## src/rtl/fr_pkg.sv

```systemverilog
package fr_pkg;
  localparam int ADDR_W = 21;
  localparam int DATA_W = 16;

  typedef enum logic [1:0] {
    MODE_EXT    = 2'b00,
    MODE_XTD    = 2'b01,
    MODE_BOOT   = 2'b10,
    MODE_ONCHIP = 2'b11
  } mem_mode_e;

  typedef enum logic [1:0] {
    RT_INT  = 2'd0,
    RT_EXT  = 2'd1,
    RT_ZERO = 2'd2
  } route_e;

  typedef enum logic [1:0] {
    S_IDLE = 2'd0,
    S_WAIT = 2'd1,
    S_ZERO = 2'd2
  } fetch_st_e;
endpackage

```

## src/rtl/fr_route_dec.sv

```systemverilog
module fr_route_dec
  import fr_pkg::*;
#(
  parameter int                AW        = ADDR_W,
  parameter logic [AW-1:0]     FLASH_TOP = AW'(32'h0FFFF),
  parameter logic [AW-1:0]     BOOT_TOP  = AW'(32'h001FF)
) (
  input  mem_mode_e      mode,
  input  logic [AW-1:0]  addr,
  output route_e         route
);
  logic in_flash;
  logic in_boot;

  always_comb begin
    in_flash = (addr <= FLASH_TOP);
    in_boot  = (addr <= BOOT_TOP);
    unique case (mode)
      MODE_EXT:    route = RT_EXT;
      MODE_XTD:    route = in_flash ? RT_INT : RT_EXT;
      MODE_BOOT:   route = in_boot  ? RT_INT : RT_EXT;
      MODE_ONCHIP: route = in_flash ? RT_INT : RT_ZERO;
      default:     route = RT_ZERO;
    endcase
  end
endmodule

```

## src/rtl/fr_pc.sv

```systemverilog
module fr_pc
  import fr_pkg::*;
#(
  parameter int            AW     = ADDR_W,
  parameter logic [AW-1:0] RST_VEC = '0,
  parameter logic [AW-1:0] HI_VEC  = AW'(32'h08),
  parameter logic [AW-1:0] LO_VEC  = AW'(32'h18)
) (
  input  logic          clk,
  input  logic          rst_n,
  input  logic          idle,
  input  logic          irq_hi,
  input  logic          irq_lo,
  input  logic          jmp_en,
  input  logic [AW-1:0] jmp_addr,
  input  logic          adv,
  output logic [AW-1:0] pc
);
  localparam logic [AW-1:0] STEP  = AW'(2);
  localparam logic [AW-1:0] ALIGN = {{(AW-1){1'b1}}, 1'b0};

  logic [AW-1:0] pc_q;
  logic [AW-1:0] pc_n;
  logic          pc_en;

  always_comb begin
    pc_n  = pc_q;
    pc_en = 1'b0;
    if (idle && irq_hi) begin
      pc_n  = HI_VEC;
      pc_en = 1'b1;
    end else if (idle && irq_lo) begin
      pc_n  = LO_VEC;
      pc_en = 1'b1;
    end else if (idle && jmp_en) begin
      pc_n  = jmp_addr & ALIGN;
      pc_en = 1'b1;
    end else if (adv) begin
      pc_n  = pc_q + STEP;
      pc_en = 1'b1;
    end
  end

  always_ff @(posedge clk or negedge rst_n) begin
    if (!rst_n)     pc_q <= RST_VEC;
    else if (pc_en) pc_q <= pc_n;
  end

  assign pc = pc_q;

  p_vec_hi_r10: assert property (@(posedge clk) disable iff (!rst_n)
    (idle && irq_hi) |=> (pc_q == HI_VEC));

  p_vec_lo_r10: assert property (@(posedge clk) disable iff (!rst_n)
    (idle && !irq_hi && irq_lo) |=> (pc_q == LO_VEC));

  p_pc_hold_r9: assert property (@(posedge clk) disable iff (!rst_n)
    (!idle && !adv) |=> $stable(pc_q));

  p_pc_even_r9: assert property (@(posedge clk) disable iff (!rst_n)
    pc_q[0] == 1'b0);
endmodule

```

## src/rtl/fr_fetch_fsm.sv

```systemverilog
module fr_fetch_fsm
  import fr_pkg::*;
#(
  parameter int AW = ADDR_W,
  parameter int DW = DATA_W
) (
  input  logic          clk,
  input  logic          rst_n,
  input  logic          fetch_en,
  input  logic          redirect,
  input  logic [AW-1:0] pc,
  input  route_e        route_in,
  output logic          idle,
  output logic          adv,
  output logic          int_req,
  output logic [AW-1:0] int_addr,
  input  logic          int_ack,
  input  logic [DW-1:0] int_rdata,
  output logic          ext_req,
  output logic [AW-1:0] ext_addr,
  input  logic          ext_ack,
  input  logic [DW-1:0] ext_rdata,
  output logic          instr_valid,
  output logic [DW-1:0] instr_word,
  output logic [AW-1:0] instr_addr
);
  fetch_st_e     st_q,    st_n;
  route_e        route_q, route_n;
  logic [AW-1:0] addr_q,  addr_n;
  logic          vld_q,   vld_n;
  logic [DW-1:0] word_q,  word_n;
  logic [AW-1:0] iadr_q,  iadr_n;
  logic          ack_sel;
  logic [DW-1:0] data_sel;
  logic          cap_en;

  always_comb begin
    ack_sel  = (route_q == RT_INT) ? int_ack   : ext_ack;
    data_sel = (route_q == RT_INT) ? int_rdata : ext_rdata;
    idle     = (st_q == S_IDLE);
    adv      = ((st_q == S_WAIT) && ack_sel) || (st_q == S_ZERO);
  end

  always_comb begin
    st_n    = st_q;
    route_n = route_q;
    addr_n  = addr_q;
    vld_n   = 1'b0;
    word_n  = word_q;
    iadr_n  = iadr_q;
    cap_en  = 1'b0;
    unique case (st_q)
      S_IDLE: begin
        if (fetch_en && !redirect) begin
          route_n = route_in;
          addr_n  = pc;
          cap_en  = 1'b1;
          st_n    = (route_in == RT_ZERO) ? S_ZERO : S_WAIT;
        end
      end
      S_WAIT: begin
        if (ack_sel) begin
          vld_n  = 1'b1;
          word_n = data_sel;
          iadr_n = addr_q;
          st_n   = S_IDLE;
        end
      end
      S_ZERO: begin
        vld_n  = 1'b1;
        word_n = '0;
        iadr_n = addr_q;
        st_n   = S_IDLE;
      end
      default: st_n = S_IDLE;
    endcase
  end

  always_ff @(posedge clk or negedge rst_n) begin
    if (!rst_n) begin
      st_q  <= S_IDLE;
      vld_q <= 1'b0;
    end else begin
      st_q  <= st_n;
      vld_q <= vld_n;
    end
  end

  always_ff @(posedge clk or negedge rst_n) begin
    if (!rst_n) begin
      route_q <= RT_ZERO;
      addr_q  <= '0;
    end else if (cap_en) begin
      route_q <= route_n;
      addr_q  <= addr_n;
    end
  end

  always_ff @(posedge clk or negedge rst_n) begin
    if (!rst_n) begin
      word_q <= '0;
      iadr_q <= '0;
    end else if (vld_n) begin
      word_q <= word_n;
      iadr_q <= iadr_n;
    end
  end

  assign int_req     = (st_q == S_WAIT) && (route_q == RT_INT);
  assign ext_req     = (st_q == S_WAIT) && (route_q == RT_EXT);
  assign int_addr    = addr_q;
  assign ext_addr    = addr_q;
  assign instr_valid = vld_q;
  assign instr_word  = word_q;
  assign instr_addr  = iadr_q;

  p_one_strobe_r7: assert property (@(posedge clk) disable iff (!rst_n)
    !(int_req && ext_req));

  p_int_hold_r7: assert property (@(posedge clk) disable iff (!rst_n)
    (int_req && !int_ack) |=> (int_req && $stable(int_addr)));

  p_ext_hold_r7: assert property (@(posedge clk) disable iff (!rst_n)
    (ext_req && !ext_ack) |=> (ext_req && $stable(ext_addr)));

  p_ack_valid_r8: assert property (@(posedge clk) disable iff (!rst_n)
    ((int_req && int_ack) || (ext_req && ext_ack)) |=> instr_valid);

  p_valid_pulse_r8: assert property (@(posedge clk) disable iff (!rst_n)
    instr_valid |=> !instr_valid);

  p_zero_word_r5: assert property (@(posedge clk) disable iff (!rst_n)
    (st_q == S_ZERO) |=> (instr_valid && (instr_word == '0) && !int_req && !ext_req));
endmodule

```

## src/rtl/fetch_route_top.sv

```systemverilog
module fetch_route_top
  import fr_pkg::*;
#(
  parameter int FLASH_KB = 64,
  parameter int AW       = ADDR_W,
  parameter int DW       = DATA_W
) (
  input  logic          clk,
  input  logic          rst_n,
  input  logic          cfg_we,
  input  logic [1:0]    cfg_mode,
  input  logic          fetch_en,
  input  logic          irq_hi,
  input  logic          irq_lo,
  input  logic          jmp_en,
  input  logic [AW-1:0] jmp_addr,
  output logic          int_req,
  output logic [AW-1:0] int_addr,
  input  logic          int_ack,
  input  logic [DW-1:0] int_rdata,
  output logic          ext_req,
  output logic [AW-1:0] ext_addr,
  input  logic          ext_ack,
  input  logic [DW-1:0] ext_rdata,
  output logic          instr_valid,
  output logic [DW-1:0] instr_word,
  output logic [AW-1:0] instr_addr,
  output logic [AW-1:0] pc_out
);
  localparam logic [AW-1:0] FLASH_TOP = AW'(FLASH_KB * 1024 - 1);
  localparam logic [AW-1:0] BOOT_TOP  = AW'(32'h001FF);

  mem_mode_e     mode_q, mode_n;
  route_e        route;
  logic          idle;
  logic          adv;
  logic          redirect;
  logic [AW-1:0] pc;

  always_comb begin
    mode_n = cfg_we ? mem_mode_e'(cfg_mode) : mode_q;
  end

  always_ff @(posedge clk or negedge rst_n) begin
    if (!rst_n) mode_q <= MODE_ONCHIP;
    else        mode_q <= mode_n;
  end

  assign redirect = irq_hi || irq_lo || jmp_en;

  fr_route_dec #(
    .AW(AW), .FLASH_TOP(FLASH_TOP), .BOOT_TOP(BOOT_TOP)
  ) u_dec (
    .mode (mode_q),
    .addr (pc),
    .route(route)
  );

  fr_pc #(.AW(AW)) u_pc (
    .clk     (clk),
    .rst_n   (rst_n),
    .idle    (idle),
    .irq_hi  (irq_hi),
    .irq_lo  (irq_lo),
    .jmp_en  (jmp_en),
    .jmp_addr(jmp_addr),
    .adv     (adv),
    .pc      (pc)
  );

  fr_fetch_fsm #(.AW(AW), .DW(DW)) u_fsm (
    .clk        (clk),
    .rst_n      (rst_n),
    .fetch_en   (fetch_en),
    .redirect   (redirect),
    .pc         (pc),
    .route_in   (route),
    .idle       (idle),
    .adv        (adv),
    .int_req    (int_req),
    .int_addr   (int_addr),
    .int_ack    (int_ack),
    .int_rdata  (int_rdata),
    .ext_req    (ext_req),
    .ext_addr   (ext_addr),
    .ext_ack    (ext_ack),
    .ext_rdata  (ext_rdata),
    .instr_valid(instr_valid),
    .instr_word (instr_word),
    .instr_addr (instr_addr)
  );

  assign pc_out = pc;

  p_ext_only_r3: assert property (@(posedge clk) disable iff (!rst_n)
    (idle && fetch_en && !redirect && (mode_q == MODE_EXT)) |=> ext_req);

  p_boot_int_r4: assert property (@(posedge clk) disable iff (!rst_n)
    (idle && fetch_en && !redirect && (mode_q == MODE_BOOT) && (pc <= BOOT_TOP)) |=> int_req);

  p_req_addr_r7: assert property (@(posedge clk) disable iff (!rst_n)
    (idle && fetch_en && !redirect) |=> (int_addr == $past(pc)));
endmodule

```

## config.mk

```make
export PLATFORM = sky130hd
export DESIGN_NAME = fetch_route_top
export DESIGN_NICKNAME = d
export VERILOG_FILES = /design/src/rtl/fr_pkg.sv /design/src/rtl/fr_route_dec.sv /design/src/rtl/fr_pc.sv /design/src/rtl/fr_fetch_fsm.sv /design/src/rtl/fetch_route_top.sv
export SDC_FILE = /design/constraint.sdc
export NUM_CORES = 1
export LEC_CHECK = 0
export ABC_AREA = 1
export BUFFER_PORTS_ARGS = -buffer_cell sky130_fd_sc_hd__clkbuf_2
export CORE_MARGIN = 2
export CORE_UTILIZATION = 45
export DETAILED_ROUTE_END_ITERATION = 7
export PLACE_DENSITY = 0.74
export SLEW_MARGIN = 15
export SYNTH_ARGS = -nofsm -noshare
export SYNTH_HDL_FRONTEND = slang
export SYNTH_SLANG_ARGS = --single-unit
```

## constraint.sdc

```tcl
create_clock -name clk -period 1.7 [get_ports clk]
set_input_delay 0.17 -clock clk [delete_from_list [all_inputs] [get_ports clk]]
set_output_delay 0.17 -clock clk [all_outputs]
set_load 0.005 [all_outputs]
```

# Word level (Yosys, flattened, before mapping)

Cells that the tools add are included.
W data, S select, Z words.

Equality and inequality tests: 9
Add/sub/neg operators: 1
Reductions and logical operators: 20
$lt $le $gt $ge: 2
Mux-type cells: 26

Operators with widths:

| operator                | number |
|---|---|
| $mux W21                | 5 |
| $pmux W21 S2            | 1 |
| $mux W16                | 2 |
| $pmux W16 S2            | 1 |
| $add A21 B2 Y21 const B | 1 |
| $le A21 B16 Y1 const B  | 1 |
| $le A21 B9 Y1 const B   | 1 |
| $mux W1                 | 10 |
| $eq A2 B2 Y1 const B    | 4 |
| $mux W2                 | 4 |
| $pmux W2 S4             | 1 |
| $logic_and A1 B1 Y1     | 7 |
| $eq A2 B1 Y1 const B    | 3 |
| $logic_not A2 Y1        | 3 |
| $reduce_and A3 Y1       | 2 |
| $pmux W2 S2             | 1 |
| $reduce_and A2 Y1       | 2 |
| $reduce_bool A4 Y1      | 1 |
| $logic_or A1 B1 Y1      | 3 |
| $ne A2 B1 Y1 const B    | 1 |
| $ne A2 B2 Y1 const B    | 1 |
| $pmux W1 S2             | 1 |
| $reduce_bool A2 Y1      | 1 |
| $logic_not A1 Y1        | 1 |

Bits in registers: 86
Bits of input ports: 64
Word-level logic and storage cells: 66
Output and inout port bits: 103

# Depth between registers and ports, before layout

Gate-level depths: netlist (run 1).

Depth in word-level cells: 9
Gate-level depth with buffers: 11
Depth with buffers taken out: 10

# By module

Synthesis (run 1) repeated with hierarchy kept, for this count alone.

Cells, all modules: 644
Area, all modules: 4749.6 um^2

Modules (own cells, without submodules):

| module          | cells an instance | sequential area each (um^2) | times used | area each (um^2) |
|---|---|---|---|---|
| fr_fetch_fsm    | 368               | 1577.8                      | 1          | 3025.4 |
| fr_pc           | 240               | 500.5                       | 1          | 1539.0 |
| fr_route_dec    | 24                | 0.0                         | 1          | 95.1 |
| fetch_route_top | 12                | 52.6                        | 1          | 90.1 |

# Least setup slack after synthesis (run 1)

Ideal clock, no wire load.

Path kind: register -> register
Start: reg u_fsm.st_q[0]
End: reg u_fsm.iadr_q[10], in the netlist u_fsm.instr_addr[10]
Slack: 202 ps
Library setup time: 118 ps
Arrival: 1380 ps
Cell stages (with the launch flop): 8
Required time: 1582 ps
Clock period less this slack: 1498 ps
Cells stage by stage: dfrtp_1 > inv_1 > ha_1 > buf_2 > inv_2 > o21ai_4 > buf_4 > o21ai_2

Word-level cells in the longest chain between the ends: 3
Elaborated cells on any way between the ends: 7
Classes of those cells: eq/ne: 3; mux: 2; reduce/logical: 2

Ends and longest elaborated chain:

| element                                      | line                | text |
|---|---|---|
| start: declaration                           | fr_fetch_fsm.sv:27  | `fetch_st_e st_q, st_n;` |
| start signal: assignment                     | fr_fetch_fsm.sv:84  | `st_q <= st_n;` |
| $eq A2 B2 Y1 or $eq A2 B1 Y1 (tied branches) | fr_fetch_fsm.sv:52  | `unique case (st_q)` |
| $pmux W1 S2 (tied with other cells)          | fr_fetch_fsm.sv:52  |  |
| $reduce_and A3 Y1 (no source line)           | --                  |  |
| end signal: assignment                       | fr_fetch_fsm.sv:105 | `iadr_q <= iadr_n;` |
| end: declaration                             | fr_fetch_fsm.sv:32  | `logic [AW-1:0] iadr_q, iadr_n;` |

Parallel ways exist; a longest one is shown, timed or not.
A chain may end at the register's enable or synchronous reset.

# Final worst setup path (run 1)

Start: reg u_fsm.st_q[1]
End: out ext_req

Word-level cells in the longest chain between the ends: 2

Ends and longest elaborated chain:

| element             | line                  | text |
|---|---|---|
| $eq A2 B1 Y1        | fr_fetch_fsm.sv:110   | `assign ext_req = (st_q == S_WAIT) && (route_q == RT_EXT);` |
| $logic_and A1 B1 Y1 | fr_fetch_fsm.sv:110   |  |
| end: declaration    | fetch_route_top.sv:21 | `output logic ext_req,` |

No other way between the ends.

==> results of run 1 <==
## worst register-to-register path: cells and delay by family (launching register included)
family,cells,cell delay [ns]
DFF,1,0.43
adders and majority gates,1,0.21
buffers and inverters,3,0.43
and+or+nand+nor,1,0.07
AOI/OAI and AO/OA,2,0.37
## how the worst min path moves through the flow
stage / start / end / slack, ns / cells after the start
4_1_cts: cfg_we / mode_q[1]$_DFFE_PN1P_ / 0.04 / 2
6_report: cfg_we / mode_q[1]$_DFFE_PN1P_ / 0.04 / 2
5_1_grt: cfg_we / mode_q[1]$_DFFE_PN1P_ / 0.04 / 2
3_3_place_gp: rst_n / u_fsm.instr_addr[9]$_DFFE_PN0P_ / 0.08 / 1
2_1_floorplan: rst_n / u_fsm.ext_addr[10]$_DFFE_PN0P_ / -0.13 / 0
3_5_place_dp: rst_n / u_fsm.instr_word[4]$_DFFE_PN0P_ / 0.09 / 1
## registers in the layout, indices dropped and copies added, names as in the netlist
| signal | count |
|---|---|
| u_fsm.ext_addr | 20 |
| u_fsm.instr_addr | 20 |
| u_pc.pc | 20 |
| u_fsm.instr_word | 16 |
| mode_q | 2 |
| u_fsm.route_q | 2 |
| u_fsm.st_q | 2 |
| u_fsm.instr_valid | 1 |
## metal layers
| layer | GRT usage, % | wire [um] | up-vias |
|---|---|---|---|
| met5 | 0 | 0 | - |
| met4 | 5.98 | 170 | 0 |
| li1 | - | - | 2098 |
| met2 | 36.2 | 5890 | 198 |
| met1 | 29.9 | 5000 | 1943 |
| met3 | 4.07 | 878 | 19 |
## cell usage after synthesis
master / instances / area, um^2
nand2_1: 128 / 480
nor2_1: 90 / 338
dfrtp_1: 80 / 2000
inv_1: 59 / 221
o21ai_0: 45 / 225
buf_4: 28 / 210
nand3_1: 28 / 140
o21ai_1: 18 / 90.1
a21oi_1: 13 / 65.1
a21oi_2: 10 / 87.6
o21ai_2: 10 / 87.6
nand2_2: 7 / 43.8
buf_2: 5 / 25.0
buf_6: 5 / 56.3
clkbuf_1: 5 / 18.8
nand4_1: 5 / 31.3
nor3_1: 5 / 25.0
ha_1: 4 / 50.1
nor2_4: 4 / 45.0
dfstp_2: 3 / 78.8
inv_2: 3 / 11.3
o22ai_1: 3 / 18.8
xor2_1: 3 / 26.3
a31oi_1: 2 / 12.5
mux2_2: 2 / 22.5
nand2_4: 2 / 22.5
nor2_2: 2 / 12.5
a21boi_0: 1 / 7.51
buf_1: 1 / 3.75
clkbuf_2: 1 / 5.00
clkinv_1: 1 / 3.75
conb_1: 1 / 3.75
mux2i_1: 1 / 10.0
nand3_2: 1 / 10.0
nand3_4: 1 / 17.5
nand4_4: 1 / 21.3
o21ai_4: 1 / 16.3
## cell type report
cell class,count,area [um^2]
timing repair buffer,181,1030
fill,890,4090
tap,133,166
clock buffer,13,169
sequential,83,2080
multi-input combinational,391,1960
inverter,63,236
clock inverter,3,45.0
## through the flow
| stage | utilization (%) | setup slack (ns) | TNS [ns] |
|---|---|---|---|
| final | 58.1 | 0.0916 | 0 |
| after global routing | 58.1 | -0.0104 | -0.0104 |
| after CTS | 57.6 | -0.00878 | -0.00878 |
| after detailed placement | 55.2 | -0.0375 | -0.120 |
| after global placement | 55.2 | 0.0140 | 0 |
| after floorplan | - | 0.202 | 0 |
## where the power goes
group	switching, W	leakage (nW)	internal [W]	total [W]
sequential	0.000711	1.07	0.00274	0.00345
clock	0.000704	0.102	0.000801	0.00150
combinational	0.00266	1.72	0.00194	0.00461
## cells by family after synthesis
logic type                 share of synthesized area [%]
other                                             0.0825
AOI/OAI and AO/OA                                   13.4
and+or+nand+nor                                     26.1
xor gates and xnor gates                           0.578
DFF                                                 45.8
buffers and inverters                               12.2
adders and majority gates                           1.10
muxes                                              0.715
## timing repair
action / 4_1_cts / 5_1_grt
resized for setup: 1 / 7
hold buffers: 1 / 0
buffers inserted: 1 / 0
hold endpoints to repair: 21 / 0
pin swaps: 1 / 1
setup endpoints to repair: 5 / 23
cloned: 0 / 1
==> flow_summary_export.csv, run 1 <==
group,metric,value,unit
floorplan,design.core.area,9770,um^2
layout,nets,797,
clock_tree,cts_root_buffer,"clkbuf_8",
worst_setup_path,ff2ff_setup_slack,0.12,ns
worst_setup_path,crit_path_top_delay_cell,"dfrtp_1",
clock_tree,insertion_delay,0.35,ns
floorplan,die_w,105,um
routing,dr.pass1.iters,5,
global_routing,grt-ovfl-total,0,
timing,clock-skew-final,0.00802,ns
layout,area.growth.synth_to_final,25.0,%
floorplan,initial_core_util,46.5,%
worst_setup_path,cp-end-kind,"output port",
routing,vias,4258,
global_routing,grt_first_pass_wirelength,19700,um
place,hpwl,8920,um
routing,drtIter0Drc,244,
timing,finalCriticalPeriod,1.61,ns
place,placed_area,5390,um^2
place,io_buffers,161,
worst_setup_path,r2r_end,"u_fsm.instr_word[15]$_DFFE_PN0P_",
place,gp_congestion,0.876,
timing,hold_ws,0.0375,ns
logic_synthesis,synth_area,4550,um^2
clock_tree,cts_buffer_depth,2,
worst_setup_path,crit_type,"flop to output port",
worst_setup_path,crit_end,"ext_req",
logic_synthesis,yosys_warnings,0,
floorplan,io_pins,167,
timing,max_freq,622,MHz
worst_setup_path,start_kind,"flop",
logic_synthesis,syn_inst,579,
logic_synthesis,synth_cell_types,37,
place,place_inst,848,
routing,ant_nets,0,
timing,hold_violations,0,
worst_setup_path,r2r_cells,7,
floorplan,fp.dieArea,10900,um^2
worst_setup_path,critPathArrivalTime,1.44,ns
routing,totalWireLength,11900,um
worst_setup_path,max_stage_delay,0.41,ns
hold_path,hold_class,"input pin to flop",
run,drv_cap,0,
routing,vias_per_cell,4.91,
floorplan,row_count,36,
global_routing,grt_antenna_before_repair,0,
global_routing,grt_max_degree,43,
worst_setup_path,cp_num_cells,6,
pwr,peakVddDrop,670,uV
worst_setup_path,path_buf_inv,4,
clock_tree,cts.sinks,83,
pwr,p_total,0.00956,W
layout,layout_commonest_cell,"clkbuf_2",
clock_tree,cts.htree.levels,3,
routing,wire_per_inst,13.8,um
logic_synthesis,avgSynthCellArea,7.85,um^2
global_routing,grt_use_total,22.0,%
timing,period_share,94.6,%
pwr,leakage,2.89,nW
layout,final_cell_mix,"160 x clkbuf_2, 128 x nand2_1, 90 x nor2_1, 80 x dfrtp_1, 57 x inv_1",
logic_synthesis,ys_seq_area_share,45.8,%
routing,route.detailed.drc,0,
logic_synthesis,ys_ff_latch,83,
timing,report.final.slew_viol_count,0,
pwr,power_density,1680,nW/um^2
clock_tree,clk_pin_slew,0.08,ns
clock_tree,cts_tree,"done",
status,outcome,"finished clean",
clock_tree,numCtsBuffers,9,
worst_setup_path,required,1.53,ns
worst_setup_path,crit_fanout,3,
floorplan,chipHeight,105,um
timing,setup_viol,0,
worst_setup_path,worstPathCellList,"inv_2 -> ha_4 -> buf_4 -> inv_1 -> nor3_2 -> clkbuf_2",
worst_setup_path,path_delay_family,"buffers and inverters",
layout,insertedDiodeCount,0,
layout,stdcell_area,5680,um^2
layout,final_layout_size_suffix_gt1_share,33.7,%
worst_setup_path,reg2reg_from,"u_fsm.st_q[0]$_DFFE_PN0P_",
layout,layoutNonFillerInstCount,867,
global_routing,grt_pass1_vias,4040,
worst_setup_path,critPathLaunch,"u_fsm.st_q[1]$_DFFE_PN0P_",
Power figures use the tool's default switching activity.
==> run 2: changes to the inputs <==
--- a/config.mk
+++ b/config.mk
@@ -5,12 +5,13 @@
 export SDC_FILE = /design/constraint.sdc
 export NUM_CORES = 1
 export LEC_CHECK = 0
-export ABC_AREA = 1
+export ABC_AREA = 0
 export BUFFER_PORTS_ARGS = -buffer_cell sky130_fd_sc_hd__clkbuf_2
+export CAP_MARGIN = 5
 export CORE_MARGIN = 2
 export CORE_UTILIZATION = 45
 export DETAILED_ROUTE_END_ITERATION = 7
-export PLACE_DENSITY = 0.74
+export PLACE_DENSITY = 0.75
 export SLEW_MARGIN = 15
 export SYNTH_ARGS = -nofsm -noshare
 export SYNTH_HDL_FRONTEND = slang
==> flow_summary_export.csv, run 2 <==
group,metric,value,unit
pwr,peakVddDrop,963,uV
worst_setup_path,start_kind,"flop",
timing,finalCriticalPeriod,1.84,ns
place,hpwl,7530,um
logic_synthesis,yosys-top-cells-count,"80 x dfrtp_1, 30 x nand2_1, 27 x mux2_2",
floorplan,initial_core_util,45.6,%
logic_synthesis,synthMuxAreaShare,17.2,%
timing,layout_setup_ws,-0.138,ns
worst_setup_path,required,1.94,ns
clock_tree,cts_root_buffer,"clkbuf_8",
timing,clock-skew-final,0.0102,ns
clock_tree,numCtsBuffers,9,
logic_synthesis,async_reset_ff_share,100,%
logic_synthesis,synth_ff_type,"dfrtp_1",
worst_setup_path,worstPathCellList,"ha_4 -> and4bb_2 -> or3_4 -> and4_1 -> xnor2_1 -> a21oi_1",
clock_tree,cts.htree.levels,3,
timing,hold_ws,0.0340,ns
routing,vias,3583,
routing,totalWireLength,11800,um
logic_synthesis,synth_top_family_by_area,"multiplexers",
timing,rsz0062_at_grt,"yes",
logic_synthesis,yosysTopAreaCellShare,48.1,%
timing,max_freq,544,MHz
timing,report.final.slew_viol_count,0,
routing,route.detailed.drc,0,
logic_synthesis,synth_area,4160,um^2
place,placed_area,5230,um^2
worst_setup_path,crit_type,"flop to flop",
logic_synthesis,synth.most_common_cell,"dfrtp_1",
floorplan,fp.dieArea,10000,um^2
logic_synthesis,synthSimpleGateAreaFrac,10.3,%
worst_setup_path,cp-end-kind,"flop",
floorplan,die_w,100,um
global_routing,grt_use_total,21.4,%
layout,insertedDiodeCount,0,
logic_synthesis,avgSynthCellArea,11.5,um^2
routing,drtIter0Drc,145,
pwr,p_sw_share,39.1,%
layout,stdcell_area,6200,um^2
global_routing,grt-ovfl-total,0,
routing,ant_nets,0,
clock_tree,cts_buffer_depth,2,
logic_synthesis,synth.top_cells.by_area,"dfrtp_1 48%, mux2_2 7.3%, mux2_4 5.8%",
global_routing,grt_pass1_vias,3379,
pwr,p_clk_share,13.5,%
global_routing,grt_antenna_before_repair,0,
timing,period_share,108,%
layout,nets,624,
pwr,p_int,0.00745,W
hold_path,min-delay-start,"jmp_addr[1]",
worst_setup_path,crit_path_top_delay_cell,"dfrtp_1",
hold_path,hold_class,"input pin to flop",
worst_setup_path,max_stage_delay,0.43,ns
floorplan,io_pins,167,
layout,final_layout_size_suffix_gt1_share,60.4,%
pwr,power_density,1980,nW/um^2
pwr,leakage,3.21,nW
logic_synthesis,ys_seq_area_share,50.0,%
floorplan,row_count,35,
pwr,seq_power_share,28.4,%
logic_synthesis,synthAdderAreaFrac,1.20,%
global_routing,grt_max_degree,84,
logic_synthesis,yosysTopAreaCell,"dfrtp_1",
routing,wire_per_inst,17.5,um
clock_tree,insertion_delay,0.36,ns
timing,hold_violations,0,
floorplan,chipHeight,100,um
worst_setup_path,reg2reg_from,"u_fsm.st_q[0]$_DFFE_PN0P_",
layout,area.growth.synth_to_final,49.1,%
clock_tree,cts_tree,"done",
worst_setup_path,crit_fanout,7,
layout,final_util,68.0,%
worst_setup_path,critPathLaunch,"u_fsm.st_q[0]$_DFFE_PN0P_",
global_routing,grt_first_pass_wirelength,16800,um
status,violations,"setup timing",
layout,layout_commonest_cell,"clkbuf_2",
clock_tree,clk_pin_slew,0.09,ns
place,io_buffers,161,
logic_synthesis,synth_edf_count,0,
logic_synthesis,synth_compound_area_share,10.0,%
pwr,p_switching,0.00479,W
routing,vias_per_cell,5.33,
pwr,combPwrFrac,58.1,%
logic_synthesis,syn_inst,361,
floorplan,design.core.area,9110,um^2
worst_setup_path,critPathArrivalTime,2.08,ns
timing,setup_viol,53,
logic_synthesis,ys_ff_latch,83,
layout,final_cell_mix,"160 x clkbuf_2, 80 x dfrtp_1, 37 x buf_4, 25 x mux2_4, 20 x o21ai_0",
logic_synthesis,yosys_warnings,0,
clock_tree,cts.sinks,83,
logic_synthesis,synth-xor-area-share,3.58,%
run,drv_cap,0,
logic_synthesis,synth_cell_types,46,
status,outcome,"finished, violations left",
routing,dr.pass1.iters,4,
pwr,p_total,0.0122,W
place,gp_congestion,0.816,
[run 2: cell types whose count changed in the layout (fill, tap and decap cells not counted), sizes merged, moves of 5 or more]
cell / delta
nand2: -107
a21oi: -5
nand3: -20
mux2: +41
buf: +43
xnor2: +10
inv: -55
o31ai: +17
mux2i: +16
o21ai: -50
nor2: -87
[run 2: metrics by stage]
stage / instances / TNS (ns) / setup WS (ns)
global placement: 635 / -0.826 / -0.156
finish: 672 / -3.53 / -0.138
CTS: 663 / -4.56 / -0.118
detailed placement: 635 / -2.88 / -0.278
floorplan: 364 / -1.28 / -0.117
global route: 672 / -6.94 / -0.215
[run 2: kinds of logic (layout without fill, tap and decap cells)]
logic type,Yosys count,after routing
buffers and inverters,47,244
muxes,60,60
AOI/OAI and AO/OA,67,67
xor gates and xnor gates,17,17
and+or+nand+nor,82,82
adders and majority gates,4,4
other,1,4
DFF,83,83
[run 2: worst max-delay path, delay by kind of cell, from the launching register on]
kind	cells	cell delay [ns]
compound gates	1	0.09
xor+xnor	1	0.16
fa+ha+maj	1	0.18
flops	1	0.43
simple gates	3	0.86
[run 2: path summary, 6_finish.rpt]
| path | end | slack (ns) | depth (start not counted) |
|---|---|---|---|
| hold / removal | u_pc.pc[1]$_DFFE_PN0P_ | 0.03 | 3 |
| min in group asynchronous | u_fsm.instr_addr[14]$_DFFE_PN0P_ | 0.36 | 3 |
| hold reg to reg | u_fsm.instr_word[0]$_DFFE_PN0P_ | 0.49 | 2 |
| max in group asynchronous | u_fsm.route_q[1]$_DFFE_PN1P_ | 0.96 | 3 |
| setup / recovery | u_pc.pc[5]$_DFFE_PN0P_ | -0.14 | 6 |
| setup reg to reg | u_pc.pc[5]$_DFFE_PN0P_ | -0.14 | 6 |
[run 2: power by group through the flow]
stage               combinational [W]  sequential (W)  clock (W)
global route                  0.00759         0.00358    0.00177
finish                        0.00711         0.00347    0.00166
CTS                           0.00571         0.00337    0.00168
detailed placement            0.00497         0.00340          0
floorplan                     0.00281         0.00349          0
global placement              0.00483         0.00334          0
[run 2: timing repair]
action	4_1_cts	5_1_grt
hold endpoints to repair	80	0
setup endpoints to repair	52	79
gates cloned	2	3
pin swaps	12	38
gates resized for setup	29	79
hold buffers	1	0
buffers inserted	9	8
[run 2: metal layers]
metal	track usage [%]	up-vias	share of wire, %
met2	36.0	148	50
met3	2.86	20	5.5
met1	28.4	1755	42
met4	7.69	0	2.5
li1	-	1660	-
met5	0	-	0
[run 2: layout make-up]
cell class / instances / area [um^2]
well taps: 111 / 139
multi-input cells: 234 / 2230
clock buffers: 9 / 124
fillers: 666 / 2910
repair buffers: 225 / 1510
flip-flops and latches: 83 / 2080
clock inverters: 7 / 106
inverters: 3 / 11.3
==> run 3: changes to the inputs <==
--- a/config.mk
+++ b/config.mk
@@ -6,7 +6,7 @@
 export NUM_CORES = 1
 export LEC_CHECK = 0
 export ABC_AREA = 0
-export BUFFER_PORTS_ARGS = -buffer_cell sky130_fd_sc_hd__clkbuf_2
+export BUFFER_PORTS_ARGS = -buffer_cell sky130_fd_sc_hd__buf_2
 export CAP_MARGIN = 5
 export CORE_MARGIN = 2
 export CORE_UTILIZATION = 45
==> flow_summary_export.csv, run 3 (same netlist as run 2, synthesis figures left out) <==
group,metric,value,unit
status,outcome,"finished, violations left",
status,violations,"setup timing",
global_routing,met3_usage,4.60,%
global_routing,grt_antenna_before_repair,0,
timing,period_share,110,%
pwr,leakage,3.31,nW
global_routing,top_usage_layer,"met2",
floorplan,die_w,100,um
worst_setup_path,start_kind,"flop",
layout,final_util,68.7,%
worst_setup_path,crit_fanout,7,
clock_tree,cts_tree,"done",
clock_tree,cts.htree.levels,3,
worst_setup_path,crit_path_top_delay_cell,"or3_4",
global_routing,grt_pass1_vias,3401,
global_routing,grt_use_total,21.8,%
timing,max_freq,537,MHz
floorplan,row_count,35,
place,placed_area,5270,um^2
layout,insertedDiodeCount,0,
clock_tree,cts.sinks,83,
worst_setup_path,r2r_cells,8,
worst_setup_path,critPathArrivalTime,2.11,ns
layout,stdcell_area,6250,um^2
global_routing,grt-ovfl-total,0,
worst_setup_path,max_stage_delay,0.46,ns
layout,area.growth.synth_to_final,50.4,%
layout,final_layout_size_suffix_gt1_share,61.4,%
routing,route.detailed.drc,0,
global_routing,grt_max_degree,41,
floorplan,fp.dieArea,10000,um^2
clock_tree,insertion_delay,0.36,ns
timing,layout_setup_ws,-0.162,ns
hold_path,whs_path_depth,2,
routing,vias_per_cell,5.37,
timing,finalCriticalPeriod,1.86,ns
place,pre_cts_slack,-0.244,ns
global_routing,use_met2,34.6,%
global_routing,use_met1,30.1,%
layout,nets,635,
floorplan,initial_core_util,45.6,%
clock_tree,cts_buffer_depth,2,
place,hpwl,7840,um
hold_path,hold_class,"input pin to flop",
floorplan,io_pins,167,
floorplan,design.core.area,9110,um^2
routing,wire_per_inst,17.6,um
worst_setup_path,worstPathCellList,"inv_2 -> ha_4 -> and4bb_2 -> or3_4 -> buf_12 -> nor2_4 -> a221oi_2 -> a21o_1",
worst_setup_path,crit_type,"flop to flop",
worst_setup_path,cp-end-kind,"flop",
clock_tree,cts_root_buffer,"clkbuf_8",
timing,setup_viol,49,
place,gp_congestion,0.807,
global_routing,grt_first_pass_wirelength,17100,um
clock_tree,clk_pin_slew,0.09,ns
routing,drtIter0Drc,142,
timing,setup_tns,-2.39,ns
routing,dr.pass1.iters,4,
routing,totalWireLength,12000,um
worst_setup_path,cp_num_cells,8,
place,io_buffers,161,
floorplan,chipHeight,100,um
timing,rsz0062_at_grt,"yes",
routing,vias,3666,
run,drv_cap,0,
pwr,power_density,1920,nW/um^2
layout,final_cell_mix,"161 x buf_2, 80 x dfrtp_1, 46 x buf_4, 36 x mux2_4, 18 x o21ai_0",
timing,report.final.slew_viol_count,0,
clock_tree,numCtsBuffers,9,
worst_setup_path,path_delay_family,"simple AND/OR/NAND/NOR gates",
layout,layout_commonest_cell,"buf_2",
worst_setup_path,required,1.94,ns
timing,hold_ws,0.0447,ns
pwr,peakVddDrop,1080,uV
worst_setup_path,path_buf_inv,2,
routing,ant_nets,0,
timing,clock-skew-final,0.0119,ns
timing,hold_violations,0,
## run 3: changes by cell type in the layout (fill, tap and decap cells not counted), moves of 5 or more
cell / delta
buf_4: +9
clkbuf_2: -160
nand2_4: -7
mux2_2: -11
nand2_2: +5
buf_2: +160
o31ai_4: -6
mux2_4: +11
## run 3: final timing paths
| kind | start | end | slack, ns |
|---|---|---|---|
| setup / recovery | u_fsm.st_q[1]$_DFFE_PN0P_ | u_pc.pc[4]$_DFFE_PN0P_ | -0.16 |
| hold / removal | cfg_mode[1] | mode_q[1]$_DFFE_PN1P_ | 0.04 |
| setup reg to reg | u_fsm.st_q[1]$_DFFE_PN0P_ | u_pc.pc[4]$_DFFE_PN0P_ | -0.16 |
| hold reg to reg | u_fsm.instr_word[9]$_DFFE_PN0P_ | u_fsm.instr_word[9]$_DFFE_PN0P_ | 0.49 |
| max in group asynchronous | rst_n | u_fsm.route_q[1]$_DFFE_PN1P_ | 0.83 |
| min in group asynchronous | rst_n | u_fsm.instr_addr[9]$_DFFE_PN0P_ | 0.27 |
## run 3: power by group
group	switching, W	internal (W)
logic	0.00320	0.00390
registers	0.000656	0.00278
clock network	0.000723	0.000764
## run 3: per-layer routing
layer	routed length, um	share of wire, %	vias to the layer above
met5	0	0	-
met4	201	1.7	0
met3	728	6.1	17
met2	5900	49	146
met1	5190	43	1824
li1	-	-	1679
## run 3: metrics by stage
step                total power, W  cells
floorplan                  0.00630    364
global placement           0.00825    640
detailed placement         0.00848    640
CTS                         0.0105    662
global route                0.0128    683
finish                      0.0120    683
## run 3: repair_timing
item	4_1_cts	5_1_grt
hold buffers	1	0
endpoints found under the setup margin	57	80
gates resized for setup	52	68
endpoints found under the hold margin	23	0
setup buffers	2	17
pin swaps	12	34
gates cloned	3	5
## run 3: area by class of cell
class / instances / area (um^2)
timing repair buffer: 236 / 1600
sequential: 83 / 2080
clock buffer: 11 / 151
inverter: 3 / 13.8
clock inverter: 5 / 61.3
fill: 646 / 2860
multi-input combinational: 234 / 2200
tap: 111 / 139
